`src/rtl/rtc_pkg.sv`:
```
// Shared constants, types and pure functions for the serial clock slave.
// Assumes 8-bit commands and a 16-edge frame; time fields are 8-bit BCD.
package rtc_pkg;

    localparam int CMD_W           = 8;
    localparam int NUM_TIME_FIELDS = 6;

    typedef logic [CMD_W-1:0] byte_t;
    typedef byte_t [NUM_TIME_FIELDS-1:0] time_vec_t;

    localparam byte_t CMD_STATUS_RD  = 8'h30;
    localparam byte_t CMD_CONTROL_RD = 8'h31;
    localparam byte_t CMD_CONTROL_WR = 8'hB1;
    localparam byte_t STATUS_RESET   = 8'h90;
    localparam byte_t STATUS_CLR_MSK = 8'h18;
    localparam int    CTRL_CLR_BIT   = 2;

    // Address windows the command byte can select.
    typedef enum logic [2:0] {
        WIN_RAM_RD,
        WIN_TIME,
        WIN_STATUS,
        WIN_CONTROL,
        WIN_RAM_WR,
        WIN_CTRL_WR,
        WIN_NONE
    } cmd_win_e;

    // Map a command byte onto its window.
    function automatic cmd_win_e decode_cmd(input byte_t c);
        if (c[7:5] == 3'b000)       return WIN_RAM_RD;
        else if (c[7:4] == 4'h2)    return WIN_TIME;
        else if (c == CMD_STATUS_RD)  return WIN_STATUS;
        else if (c == CMD_CONTROL_RD) return WIN_CONTROL;
        else if (c[7:5] == 3'b100)  return WIN_RAM_WR;
        else if (c == CMD_CONTROL_WR) return WIN_CTRL_WR;
        return WIN_NONE;
    endfunction

    // Lowest legal BCD value of calendar field i (sec, min, hr, day, mon, yr).
    function automatic byte_t field_min(input int i);
        case (i)
            3, 4:    return 8'h01;
            default: return 8'h00;
        endcase
    endfunction

    // Highest legal BCD value of calendar field i.
    function automatic byte_t field_max(input int i);
        case (i)
            0, 1:    return 8'h59;
            2:       return 8'h23;
            3:       return 8'h31;
            4:       return 8'h12;
            default: return 8'h99;
        endcase
    endfunction

    // One BCD increment with wrap from hi back to lo.
    function automatic byte_t bcd_step(input byte_t v, input byte_t lo, input byte_t hi);
        if (v == hi)              return lo;
        else if (v[3:0] == 4'd9)  return {v[7:4] + 4'd1, 4'd0};
        return v + 8'd1;
    endfunction

endpackage

```
`src/rtl/rtc_frame.sv`:
```
// Serial frame engine: qualifies falling serial-clock writes, shifts in the
// command and data bytes MSB first, and returns one read bit per data edge.
// Assumes ctl_wr is a single-cycle strobe per register write; frame_rst
// has priority over any edge in the same cycle.
module rtc_frame
    import rtc_pkg::*;
#(
    parameter int PHASE_W = 5
)
(
    input  logic               clk,
    input  logic               rst_n,
    input  logic               ctl_wr,
    input  logic               ctl_sclk,
    input  logic               ctl_sdata,
    input  logic               frame_rst,
    input  byte_t              rd_byte,
    output byte_t              cmd_q,
    output logic [PHASE_W-1:0] phase_q,
    output logic               wr_fire,
    output byte_t              wr_data,
    output logic               rd_bit,
    output logic               rd_active
);

    localparam logic [PHASE_W-1:0] CMD_END   = PHASE_W'(CMD_W);
    localparam logic [PHASE_W-1:0] FRAME_END = PHASE_W'(2 * CMD_W);
    localparam logic [PHASE_W-1:0] LAST_EDGE = PHASE_W'(2 * CMD_W - 1);

    logic             sclk_last;
    logic [CMD_W-2:0] val_q;
    logic             fall;
    logic             in_cmd;
    logic             in_data;
    logic [2:0]       bit_idx;

    assign fall    = ctl_wr && sclk_last && !ctl_sclk;
    assign in_cmd  = phase_q < CMD_END;
    assign in_data = (phase_q >= CMD_END) && (phase_q < FRAME_END);
    assign bit_idx = 3'd7 - phase_q[2:0];
    assign wr_data = {val_q, ctl_sdata};
    assign wr_fire = fall && (phase_q == LAST_EDGE) && !frame_rst;

    // Remember the clock level carried by the latest register write.
    always_ff @(posedge clk) begin
        if (!rst_n)      sclk_last <= 1'b0;
        else if (ctl_wr) sclk_last <= ctl_sclk;
    end

    // Advance the phase and shift the command or data byte on each edge.
    always_ff @(posedge clk) begin
        if (!rst_n || frame_rst) begin
            phase_q <= '0;
            cmd_q   <= '0;
            val_q   <= '0;
        end else if (fall && in_cmd) begin
            cmd_q   <= {cmd_q[CMD_W-2:0], ctl_sdata};
            phase_q <= phase_q + 1'b1;
        end else if (fall && in_data) begin
            val_q   <= {val_q[CMD_W-3:0], ctl_sdata};
            phase_q <= phase_q + 1'b1;
        end
    end

    // Present the next bit of the selected byte during read commands.
    always_ff @(posedge clk) begin
        if (!rst_n || frame_rst) begin
            rd_bit    <= 1'b0;
            rd_active <= 1'b0;
        end else if (fall && in_data) begin
            rd_active <= !cmd_q[CMD_W-1];
            rd_bit    <= !cmd_q[CMD_W-1] && rd_byte[bit_idx];
        end
    end

endmodule

```
`src/rtl/rtc_regfile.sv`:
```
// Register file behind the frame engine: scratch RAM, status and control
// bytes, the read multiplexer over all windows, and the flag-clear pulse.
// Assumes RAM_BYTES is a power of two no larger than 32 (the RAM window).
module rtc_regfile
    import rtc_pkg::*;
#(
    parameter int RAM_BYTES = 32
)
(
    input  logic      clk,
    input  logic      rst_n,
    input  logic      wr_fire,
    input  byte_t     cmd,
    input  byte_t     wr_data,
    input  time_vec_t time_bcd,
    output byte_t     rd_byte,
    output logic      irq_clr
);

    localparam int RAM_AW = $clog2(RAM_BYTES);

    byte_t             ram_q [RAM_BYTES];
    byte_t             status_q;
    byte_t             control_q;
    cmd_win_e          win;
    logic [RAM_AW-1:0] ram_idx;
    logic              ctl_hit;

    assign win     = decode_cmd(cmd);
    assign ram_idx = cmd[RAM_AW-1:0];
    assign ctl_hit = wr_fire && (win == WIN_CTRL_WR);

    // Scratch RAM: cleared on reset, written at the end of a write frame.
    always_ff @(posedge clk) begin
        if (!rst_n) begin
            for (int i = 0; i < RAM_BYTES; i++) ram_q[i] <= '0;
        end else if (wr_fire && (win == WIN_RAM_WR)) begin
            ram_q[ram_idx] <= wr_data;
        end
    end

    // Status and control bytes; a control write may drop two status flags.
    always_ff @(posedge clk) begin
        if (!rst_n) begin
            status_q  <= STATUS_RESET;
            control_q <= '0;
        end else if (ctl_hit) begin
            control_q <= wr_data;
            if (wr_data[CTRL_CLR_BIT]) status_q <= status_q & ~STATUS_CLR_MSK;
        end
    end

    // One-cycle clear pulse toward the clock interrupt flag.
    always_ff @(posedge clk) begin
        if (!rst_n) irq_clr <= 1'b0;
        else        irq_clr <= ctl_hit && wr_data[CTRL_CLR_BIT];
    end

    // Select the byte that a read command returns; undefined reads give zero.
    always_comb begin
        rd_byte = '0;
        case (win)
            WIN_RAM_RD:  rd_byte = ram_q[ram_idx];
            WIN_TIME:    if (cmd[3:0] < 4'(NUM_TIME_FIELDS)) rd_byte = time_bcd[cmd[2:0]];
            WIN_STATUS:  rd_byte = status_q;
            WIN_CONTROL: rd_byte = control_q;
            default:     rd_byte = '0;
        endcase
    end

endmodule

```
`src/rtl/rtc_bcd_clock.sv`:
```
// BCD calendar: a chain of six rolling fields advanced by a one-second tick.
// Assumes every month has 31 days; the year wraps after 99.
module rtc_bcd_clock
    import rtc_pkg::*;
(
    input  logic      clk,
    input  logic      rst_n,
    input  logic      sec_tick,
    output time_vec_t time_bcd
);

    logic [NUM_TIME_FIELDS-1:0] step_en;

    assign step_en[0] = sec_tick;

    for (genvar i = 0; i < NUM_TIME_FIELDS; i++) begin : g_field
        localparam byte_t LO = field_min(i);
        localparam byte_t HI = field_max(i);
        byte_t cnt_q;

        // Step this field when all lower fields are wrapping.
        always_ff @(posedge clk) begin
            if (!rst_n)          cnt_q <= LO;
            else if (step_en[i]) cnt_q <= bcd_step(cnt_q, LO, HI);
        end

        assign time_bcd[i] = cnt_q;

        if (i < NUM_TIME_FIELDS - 1) begin : g_carry
            assign step_en[i+1] = step_en[i] && (cnt_q == HI);
        end
    end

endmodule

```
`src/rtl/rtc_serial_if.sv`:
```
// Top of the serial clock slave: frame engine, register file and calendar.
// Assumes the control-register write strobe and bit levels arrive already
// synchronous to clk.
module rtc_serial_if
    import rtc_pkg::*;
#(
    parameter int RAM_BYTES = 32,
    parameter int PHASE_W   = 5
)
(
    input  logic clk,
    input  logic rst_n,
    input  logic ctl_wr,
    input  logic ctl_sclk,
    input  logic ctl_sdata,
    input  logic frame_rst,
    input  logic sec_tick,
    output logic rd_bit,
    output logic rd_active,
    output logic irq_flag_clr
);

    byte_t              cmd;
    logic [PHASE_W-1:0] phase;
    logic               wr_fire;
    byte_t              wr_data;
    byte_t              rd_byte;
    time_vec_t          time_bcd;

    rtc_frame #(.PHASE_W(PHASE_W)) u_frame (
        .clk       (clk),
        .rst_n     (rst_n),
        .ctl_wr    (ctl_wr),
        .ctl_sclk  (ctl_sclk),
        .ctl_sdata (ctl_sdata),
        .frame_rst (frame_rst),
        .rd_byte   (rd_byte),
        .cmd_q     (cmd),
        .phase_q   (phase),
        .wr_fire   (wr_fire),
        .wr_data   (wr_data),
        .rd_bit    (rd_bit),
        .rd_active (rd_active)
    );

    rtc_regfile #(.RAM_BYTES(RAM_BYTES)) u_regs (
        .clk      (clk),
        .rst_n    (rst_n),
        .wr_fire  (wr_fire),
        .cmd      (cmd),
        .wr_data  (wr_data),
        .time_bcd (time_bcd),
        .rd_byte  (rd_byte),
        .irq_clr  (irq_flag_clr)
    );

    rtc_bcd_clock u_clock (
        .clk      (clk),
        .rst_n    (rst_n),
        .sec_tick (sec_tick),
        .time_bcd (time_bcd)
    );

endmodule

```
`config.mk`:
```
export PLATFORM = sky130hd
export DESIGN_NAME = rtc_serial_if
export DESIGN_NICKNAME = d
export VERILOG_FILES = /design/src/rtl/rtc_pkg.sv /design/src/rtl/rtc_frame.sv /design/src/rtl/rtc_regfile.sv /design/src/rtl/rtc_bcd_clock.sv /design/src/rtl/rtc_serial_if.sv
export SDC_FILE = /design/constraint.sdc
export NUM_CORES = 1
export LEC_CHECK = 0
export CORE_MARGIN = 3
export CORE_UTILIZATION = 60
export DETAILED_ROUTE_END_ITERATION = 8
export HOLD_SLACK_MARGIN = 0.12
export PLACE_DENSITY = 0.8
export SYNTH_ARGS = -nofsm -noshare
export SYNTH_HDL_FRONTEND = slang
export SYNTH_HIERARCHICAL = 1
export SYNTH_SLANG_ARGS = --single-unit
```
`constraint.sdc`:
```
create_clock -name clk -period 3 [get_ports clk]
set_input_delay 0.45 -clock clk [delete_from_list [all_inputs] [get_ports clk]]
set_output_delay 0.45 -clock clk [all_outputs]
set_load 0.05 [all_outputs]
```
==> qor.yml, run 1 <==
clock_network:
  hold_buffers: 0
  clk_pin_slew_ns: 0.06
  cts_buffers: 37
  cts_tree: "done"
  htree_levels: 2
  clk_latency_ns: 0.52
  cts_sinks: 337
  cts-root-buf: "clkbuf_16"
  clockBufferDepth: 3
floorplan:
  rows: 61
  die_y_um: 175
  dieArea_sq_mm: 0.0307
  core_area_sq_mm: 0.0280
  io_pins: 10
  initial_core_util_pct: 61.3
  die_x_um: 175
final_layout:
  diodes: 0
  fin_area_sq_mm: 0.0194
  final_util_pct: 69.2
  syn2layout_area_growth_pct: 13.0
  final_nets: 1477
  drive_above_1_share_pct: 18.0
power_and_ir_drop:
  power_density_mw_per_mm2: 525
  power_frac_clock_pct: 45.2
  p_total_w: 0.0102
  p_sw_w: 0.00205
  internal_power_w: 0.00813
  swShare_pct: 20.1
  p_leak_nw: 6.61
  peakVddDrop_mv: 0.489
  pwr-share-comb_pct: 3.2
  seqPwrFrac_pct: 51.6
setup_path:
  path_class: "register to register"
  crit_chain: "buf_12 > buf_12 > buf_4 > mux4_2 > nand2_1 > nand2_1 > a31oi_1 > nand2_1 > mux4_2 > o2111ai_2 > a21oi_2"
  cp-start-kind: "register"
  slowest_stage: "mux4_2"
  crit_family: "multiplexers"
  arrival_ns: 3.33
  endpoint_kind: "register"
  path_buf_inv: 3
  crit_fanout: 14
  max_stage_delay_ns: 0.52
  critPathMostFrequentCell: "nand2_1"
  crit_required_ns: 3.36
timing:
  fin_tns_setup_ns: 0
  period_share_pct: 99.0
  maxClockFrequency_mhz: 337
  skew_ns: 0.0152
  fin_crit_ns: 2.97
  slew_headroom_pct: 38.3
  setup_slack_ns: 0.0301
  final-max-slew-violation-count: 0
  finalHoldViolations: 0
  final-setup-viol-count: 0
  worst_slew_pin_slew_ns: 0.926
route:
  drtIter0Drc: 1581
  wire_per_inst_um: 22.5
  dr.pass1.iters: 6
  routed_wl_mm: 41.6
  antenna_left: 0
  vias: 11800
  routed_via_density: 6.36
  drc: 0
place:
  port_buffers: 9
  gp_congestion: 0.893
  hpwlAfterDp_mm: 26.9
  placed_cell_area_sq_mm: 0.0181
  pre_cts_slack_ns: -0.218
grt:
  grt_util_all_layers_pct: 27.0
  grt_pass1_vias: 11700
  grt_first_pass_wirelength_mm: 64.6
  overflow: 0
  grt_max_degree: 66
  antenna_found_initial: 0
logic_synthesis:
  syn_avg_cell_area_sq_um: 12.5
  syn_nets: 1411
  yosys_register_bits: 337
  yosysTopAreaCellShare_pct: 44.8
  yosys_warnings: 6
  ys.flop_type: "edfxtp_1"
  postSynthCellCount: 1378
  syn_area_sq_mm: 0.0172
  synthTopCellsByArea: "edfxtp_1 (45%), and2_1 (9.6%), dfxtp_1 (9.5%)"
  synth-edff-count: 256
  yosys.cell_types.count: 83
  synth_top_area_cell: "edfxtp_1"
  synth-async-reset-ratio_pct: 0
  yosysSeqAreaShare_pct: 54.3
outcome:
  outcome: "completed"
worst_hold_path:
  min_path_type: "primary input to register"
run:
  drv_cap: 0
repair_timing:
action	CTS	global route
endpoints found under the hold margin	0	0
gates resized for setup	0	9
setup endpoints to repair	0	271
buffers inserted	0	3
registers in the layout (all words and copies together), names as in the netlist, 5 cells and up:
signal                 count
u_clock/g_field.cnt_q     48
u_frame/cmd_q              8
u_frame/phase_q            5
u_frame/val_q              7
u_regs/control_q           8
u_regs/ram_q             256
Yosys cell counts (26+ instances only):
cell type    n
and2_1     262
edfxtp_1   256
nand2_1     97
dfxtp_1     81
nor2_1      73
mux4_2      65
o21ai_0     53
clkbuf_1    48
a21oi_1     46
mux2i_1     42
ha_1        26
metrics by stage:
| stage | hold WS, ns | cells |
|---|---|---|
| 2_1_floorplan | 0.424 | 1378 |
| 3_3_place_gp | 0.448 | 1780 |
| 5_1_grt | 0.282 | 1848 |
| 4_1_cts | 0.270 | 1845 |
| 3_5_place_dp | 0.452 | 1780 |
| 6_report | 0.281 | 1848 |
cells in the final DEF, fill, tap and decap left out, drive strengths merged, types with 9 or more instances in the layout:
master / n
dfxtp: 81
ha: 26
nor3: 16
nand4: 9
inv: 26
and3: 9
nand3: 25
a211oi: 11
nand2b: 12
a21oi: 47
nand2: 97
nor2: 73
clkinv: 12
buf: 110
and2: 263
o21ai: 55
a31oi: 13
nor4: 10
edfxtp: 256
mux4: 78
nor2b: 14
clkbuf: 45
nand3b: 12
mux2i: 42
layout make-up:
class	count	area, sq um
sequential	337	9320
multi-input combinational	926	7280
tap	378	473
timing repair buffer	118	995
inverter	24	90.1
clock buffer	45	998
fill	1876	8620
clock inverter	20	234
power by group through the flow:
stage	logic (W)	clock network, W	registers, W
after floorplan	0.000201	0	0.00531
after global placement	0.000312	0	0.00533
after detailed placement	0.000321	0	0.00534
after CTS	0.000322	0.00465	0.00525
after global routing	0.000346	0.00484	0.00526
final	0.000327	0.00460	0.00525
cells by family after synthesis:
logic type,after synthesis,share of synthesized area (%)
compound gates,185,7.03
buf+inv,115,3.48
simple gates,585,19.8
mux,126,13.4
fa+ha+maj,26,1.90
flops,337,54.3
xor+xnor,4,0.204
metal layers:
| layer | track usage, % | part of all wire, % |
|---|---|---|
| met1 | 37.3 | 39 |
| met2 | 43.7 | 49 |
| met3 | 4.89 | 9.2 |
| met5 | 0 | 0 |
| met4 | 9.24 | 2.7 |
worst paths after layout:
kind | slack [ns] | cells past startpoint | startpoint | to
max | 0.03 | 11 | u_frame/cmd_q[0] | u_frame/rd_bit
max reg2reg | 0.03 | 11 | u_frame/cmd_q[0] | u_frame/rd_bit
min reg2reg | 0.47 | 1 | u_regs/status_q[4] | u_regs/status_q[4]
min | 0.28 | 2 | rst_n | u_frame/sclk_last
Note: power is estimated with default switching activity, not from simulation.
==> run 2, diff against run 1 <==
==> constraint.sdc (replaced) <==
create_clock -name clk -period 3 [get_ports clk]
set_input_delay 0.6 -clock clk [delete_from_list [all_inputs] [get_ports clk]]
set_output_delay 0.6 -clock clk [all_outputs]
set_load 0.05 [all_outputs]
==> qor.yml, run 2 (synthesized netlist as in run 1, its figures left out) <==
outcome:
  outcome: "completed"  # unchanged
final_layout:
  fillers: 1886  # was 1,876
  reg_top3: "u_regs/ram_q x256, u_clock/g_field.cnt_q x48"  # unchanged
  diodes: 0  # unchanged
  top_register: "u_regs/ram_q"  # unchanged
  drive_above_1_share_pct: 18.8  # was 18.0%
  final_common_cell: "and2_1"  # unchanged
  largest_reg_flops: 256  # unchanged
  final_nets: 1483  # was 1,477
  final_cell_mix: "and2_1 (262), edfxtp_1 (256), buf_4 (100)"  # was and2_1 (262), edfxtp_1 (256), buf_4 (101)
  syn2layout_area_growth_pct: 13.5  # was 13.0%
  fin_area_sq_mm: 0.0195  # was 0.0194 sq mm
floorplan:
  core_area_sq_mm: 0.0280  # unchanged
  io_pins: 10  # unchanged
  die_y_um: 175  # unchanged
  rows: 61  # unchanged
  dieArea_sq_mm: 0.0307  # unchanged
  die_x_um: 175  # unchanged
  initial_core_util_pct: 61.3  # unchanged
timing:
  skew_ns: 0.0222  # was 0.0152 ns
  slew_headroom_pct: 37.3  # was 38.3%
  fin_crit_ns: 2.98  # was 2.97 ns
  whs_ns: 0.465  # was 0.281 ns
  final-setup-viol-count: 0  # unchanged
  worst_slew_pin_slew_ns: 0.940  # was 0.926 ns
  period_share_pct: 99.2  # was 99.0%
  final-max-slew-violation-count: 0  # unchanged
  setup_slack_ns: 0.0231  # was 0.0301 ns
  maxClockFrequency_mhz: 336  # was 337 MHz
  finalHoldViolations: 0  # unchanged
  rsz0062_at_grt: "yes"
  fin_tns_setup_ns: 0  # unchanged
route:
  drc: 0  # unchanged
  vias: 12000  # was 11,800
  dr.max_layer_used: "met5"  # was met4
  routed_wl_mm: 42.5  # was 41.6 mm
  dr_wl_met3_mm: 3.54  # was 3.82 mm
  antenna_left: 0  # unchanged
  routed_via_density: 6.45  # was 6.36
  wl_met1_mm: 17.0  # was 16.4 mm
  drtIter0Drc: 1396  # was 1,581
  met2WireLength_mm: 20.6  # was 20.2 mm
  wire_per_inst_um: 23.0  # was 22.5 um
  dr.pass1.iters: 7  # was 6
power_and_ir_drop:
  pwr-share-comb_pct: 3.4  # was 3.2%
  seqPwrFrac_pct: 52.4  # was 51.6%
  peakVddDrop_mv: 0.363  # was 0.489 mV
  power_frac_clock_pct: 44.2  # was 45.2%
  power_density_mw_per_mm2: 515  # was 525 mW/mm^2
  swShare_pct: 20.3  # was 20.1%
  p_leak_nw: 6.63  # was 6.61 nW
  p_sw_w: 0.00204  # was 0.00205 W
  internal_power_w: 0.00799  # was 0.00813 W
  p_total_w: 0.0100  # was 0.0102 W
grt:
  grt_util_all_layers_pct: 27.1  # was 27.0%
  grt_first_pass_wirelength_mm: 65.3  # was 64.6 mm
  grt_pass1_vias: 11600  # was 11,700
  antenna_found_initial: 0  # unchanged
  grt_max_degree: 52  # was 66
  overflow: 0  # unchanged
setup_path:
  crit_fanout: 12  # was 14
  endpoint_kind: "register"  # unchanged
  arrival_ns: 3.34  # was 3.33 ns
  crit_required_ns: 3.37  # was 3.36 ns
  worstReg2RegEnd: "u_frame/rd_bit"  # unchanged
  cp-start-kind: "register"  # unchanged
  critPathLaunch: "u_frame/cmd_q[0]"  # unchanged
  reg2reg_slack_ns: 0.02  # was 0.03 ns
  ff2ff_path_depth: 10  # was 11
  endpoint: "u_frame/rd_bit"  # unchanged
  r2r_start: "u_frame/cmd_q[0]"  # unchanged
  path_class: "register to register"  # unchanged
worst_hold_path:
  min_path_type: "register to register"  # was primary input to register
  hold_path_depth: 1  # was 2
place:
  pre_cts_slack_ns: -0.135  # was -0.218 ns
  port_buffers: 9  # unchanged
  hpwlAfterDp_mm: 27.2  # was 26.9 mm
  placed_cell_area_sq_mm: 0.0180  # was 0.0181 sq mm
  gp_congestion: 0.913  # was 0.893
clock_network:
  cts-root-buf: "clkbuf_16"  # unchanged
  cts_tree: "done"  # unchanged
  clk_latency_ns: 0.52  # about the same
  cts_buffers: 36  # was 37
  htree_levels: 2  # unchanged
  cts_sinks: 337  # unchanged
  clockBufferDepth: 3  # unchanged
  clk_pin_slew_ns: 0.06  # about the same
run:
  drv_cap: 0  # unchanged
==> run 2: worst min-delay path by stage <==
stage                                  start            endpoint  slack (ns)
after floorplan           u_regs/status_q[4]  u_regs/status_q[4]        0.42
after global placement    u_regs/status_q[4]  u_regs/status_q[4]        0.44
after detailed placement  u_regs/status_q[4]  u_regs/status_q[4]        0.44
after CTS                 u_regs/status_q[4]  u_regs/status_q[4]        0.46
after global routing      u_regs/status_q[4]  u_regs/status_q[4]        0.47
final                     u_regs/status_q[4]  u_regs/status_q[4]        0.46
==> run 2: worst max-delay path, cell delays in order, from the launching register on <==
cell       delay [ns]
dfxtp_4          0.51
buf_16           0.18
buf_4            0.12
mux4_2           0.53
mux2i_1          0.18
o22ai_1          0.10
a31oi_1          0.20
nand4_1          0.13
mux4_2           0.53
o2111ai_4        0.24
a21oi_2          0.08
==> run 2: what timing repair did <==
action | CTS | global route
gates resized for setup | 0 | 27
hold buffers | 0 | 0
endpoints found under the setup margin | 0 | 1
setup buffers | 0 | 18
==> run 2: cell type report <==
| type | count | area, sq um | share of cell area [%] |
|---|---|---|---|
| flip-flops and latches | 337 | 9320 | 47.9 |
| multi-input cells | 926 | 7290 | 37.4 |
| repair buffers | 125 | 1140 | 5.85 |
| clock buffers | 46 | 948 | 4.87 |
| well taps | 378 | 473 | 2.43 |
| clock inverters | 17 | 215 | 1.10 |
| inverters | 24 | 90.1 | 0.463 |
==> run 2: power groups by stage <==
stage          Combinational [W]  Clock, W  Sequential, W
6_report                0.000338   0.00444        0.00526
5_1_grt                 0.000354   0.00466        0.00527
4_1_cts                 0.000323   0.00449        0.00525
3_5_place_dp            0.000321         0        0.00535
3_3_place_gp            0.000309         0        0.00534
2_1_floorplan           0.000201         0        0.00531
==> run 2: layer usage <==
metal / up-vias / GRT usage, %
li1: 5265 / -
met1: 5972 / 37.0
met2: 605 / 44.7
met3: 111 / 4.80
met4: 2 / 8.51
met5: - / 0
==> run 2: stage by stage <==
stage          util, %  cells
2_1_floorplan        -   1378
5_1_grt           69.5   1853
6_report          69.5   1853
4_1_cts           68.5   1832
3_5_place_dp      64.4   1769
3_3_place_gp      64.4   1769
==> run 3, diff against run 2 <==
--- a/config.mk
+++ b/config.mk
@@ -6,10 +6,10 @@
 export NUM_CORES = 1
 export LEC_CHECK = 0
 export CORE_MARGIN = 3
-export CORE_UTILIZATION = 60
+export CORE_UTILIZATION = 53
 export DETAILED_ROUTE_END_ITERATION = 8
 export HOLD_SLACK_MARGIN = 0.12
-export PLACE_DENSITY = 0.8
+export PLACE_DENSITY = 0.73
 export SYNTH_ARGS = -nofsm -noshare
 export SYNTH_HDL_FRONTEND = slang
 export SYNTH_HIERARCHICAL = 1
==> qor.yml, run 3 (synthesized netlist as in run 1, its figures left out) <==
timing:
  fin_crit_ns: 2.87  # was 2.98 ns
  fin_tns_setup_ns: 0  # unchanged
  period_share_pct: 95.8  # was 99.2%
  rsz0062_at_grt: "no"  # was yes
  finalHoldViolations: 0  # unchanged
  slew_headroom_pct: 37.4  # was 37.3%
  setup_slack_ns: 0.126  # was 0.0231 ns
  final-max-slew-violation-count: 0  # unchanged
  skew_ns: 0.0211  # was 0.0222 ns
  worst_slew_pin_slew_ns: 0.938  # was 0.940 ns
  maxClockFrequency_mhz: 348  # was 336 MHz
  final-setup-viol-count: 0  # unchanged
clock_network:
  post_cts_resized: 0  # unchanged
  post-cts-setup-buffers: 0  # unchanged
  clk_latency_ns: 0.53  # was 0.52 ns
  htree_levels: 2  # unchanged
  hold_buffers: 0  # unchanged
  cts-root-buf: "clkbuf_16"  # unchanged
  clk_pin_slew_ns: 0.06  # about the same
  clockBufferDepth: 3  # unchanged
  cts_tree: "done"  # unchanged
  cts_sinks: 337  # unchanged
  cts_buffers: 38  # was 36
grt:
  grt_max_degree: 66  # was 52
  antenna_found_initial: 1  # was 0
  grt_util_all_layers_pct: 24.1  # was 27.1%
  grt_pass1_vias: 11100  # was 11,600
  grt_first_pass_wirelength_mm: 64.0  # was 65.3 mm
  overflow: 0  # unchanged
route:
  wire_per_inst_um: 22.0  # was 23.0 um
  vias: 11500  # was 12,000
  drc: 0  # unchanged
  routed_via_density: 6.16  # was 6.45
  antenna_left: 0  # unchanged
  dr.pass1.iters: 5  # was 7
  routed_wl_mm: 40.9  # was 42.5 mm
  drtIter0Drc: 1100  # was 1,396
power_and_ir_drop:
  p_leak_nw: 6.49  # was 6.63 nW
  peakVddDrop_mv: 0.352  # was 0.363 mV
  power_density_mw_per_mm2: 521  # was 515 mW/mm^2
  p_total_w: 0.0100  # about the same
final_layout:
  final_cell_mix: "and2_1 (262), edfxtp_1 (256), nand2_1 (97)"  # was and2_1 (262), edfxtp_1 (256), buf_4 (100)
  top_register: "u_regs/ram_q"  # unchanged
  reg_top3: "u_regs/ram_q x256, u_clock/g_field.cnt_q x48"  # unchanged
  largest_reg_flops: 256  # unchanged
  syn2layout_area_growth_pct: 12.1  # was 13.5%
  drive_above_1_share_pct: 16.7  # was 18.8%
  fillers: 2383  # was 1,886
  final_nets: 1462  # was 1,483
  finalNonFillerCells: 1861  # was 1,853
  final_common_cell: "and2_1"  # unchanged
setup_path:
  reg2reg_slack_ns: 0.13  # was 0.02 ns
  worstReg2RegEnd: "u_frame/rd_bit"  # unchanged
  critPathLaunch: "u_frame/cmd_q[0]"  # unchanged
  cp-start-kind: "register"  # unchanged
  path_class: "register to register"  # unchanged
  crit_required_ns: 3.42  # was 3.37 ns
  arrival_ns: 3.29  # was 3.34 ns
  ff2ff_path_depth: 8  # was 10
  endpoint_kind: "register"  # unchanged
  r2r_start: "u_frame/cmd_q[0]"  # unchanged
  crit_fanout: 22  # was 12
place:
  port_buffers: 9  # unchanged
  pre_cts_slack_ns: 0.00708  # was -0.135 ns
  gp_congestion: 0.888  # was 0.913
  hpwlAfterDp_mm: 26.9  # was 27.2 mm
  place_inst: 1791  # was 1,769
worst_hold_path:
  min_path_type: "primary input to register"  # was register to register
  min_to: "u_frame/sclk_last"  # was u_regs/status_q[4]
  hold_path_depth: 2  # was 1
  worstHoldStart: "rst_n"  # was u_regs/status_q[4]
floorplan:
  die_y_um: 186  # was 175 um
  core_area_sq_mm: 0.0317  # was 0.0280 sq mm
  dieArea_sq_mm: 0.0346  # was 0.0307 sq mm
  initial_core_util_pct: 54.1  # was 61.3%
  rows: 65  # was 61
  die_x_um: 186  # was 175 um
  io_pins: 10  # unchanged
run:
  drv_cap: 0  # unchanged
outcome:
  outcome: "completed"  # unchanged
-- run 3: cell count changes in the layout (fill, tap and decap cells not counted), moves of 3 or more --
cell,delta
buf_4,-14
mux4_1,+8
mux4_2,-8
buf_6,-4
mux2i_1,+4
bufinv_16,-3
mux2i_2,-3
-- run 3: stage by stage --
step | utilization (%) | instance area, sq um | hold WS [ns]
5_1_grt | 60.6 | 19200 | 0.405
4_1_cts | 60.6 | 19200 | 0.389
3_5_place_dp | 56.9 | 18000 | 0.469
3_3_place_gp | 56.9 | 18000 | 0.442
6_report | 60.7 | 19200 | 0.401
2_1_floorplan | - | 17200 | 0.424
-- run 3: final cells by class --
| class | count | area, sq um | share of cell area (%) |
|---|---|---|---|
| clock inverters | 16 | 131 | 0.683 |
| multi-input cells | 926 | 7260 | 37.7 |
| well taps | 402 | 503 | 2.61 |
| clock buffers | 53 | 1060 | 5.50 |
| repair buffers | 102 | 871 | 4.53 |
| inverters | 24 | 90.1 | 0.468 |
| flip-flops and latches | 337 | 9320 | 48.5 |
| diodes | 1 | 2.50 | 0.0130 |
-- run 3: critical path, stage by stage, from the launching register on --
cell       delay, ns
dfxtp_4         0.40
buf_12          0.22
mux4_1          0.67
mux4_2          0.50
nand3b_1        0.10
nand3_1         0.08
mux4_2          0.51
o2111ai_2       0.20
a21oi_2         0.06
-- run 3: worst max path at each step --
stage / cells past startpoint / slack (ns) / to
6_report: 8 / 0.13 / u_frame/rd_bit
5_1_grt: 10 / 0.02 / u_frame/rd_bit
4_1_cts: 8 / 0.12 / u_frame/rd_bit
3_5_place_dp: 10 / 0.007 / u_regs/ram_q[14][6]
3_3_place_gp: 9 / 0.01 / u_regs/ram_q[22][2]
2_1_floorplan: 8 / 0.35 / u_regs/ram_q[29][0]
-- run 3: layer usage --
metal / global-route usage [%] / vias to the layer above / part of all wire (%)
li1: - / 5245 / -
met5: 0 / - / 0
met1: 35.3 / 5656 / 44
met4: 7.12 / 0 / 2.5
met3: 3.77 / 74 / 7.7
met2: 37.6 / 489 / 46
-- run 3: power by group --
part / switching, W / internal (W)
Clock: 0.00181 / 0.00264
Combinational: 0.000180 / 0.000140
Sequential: 0.0000728 / 0.00518
Total: 0.00206 / 0.00796
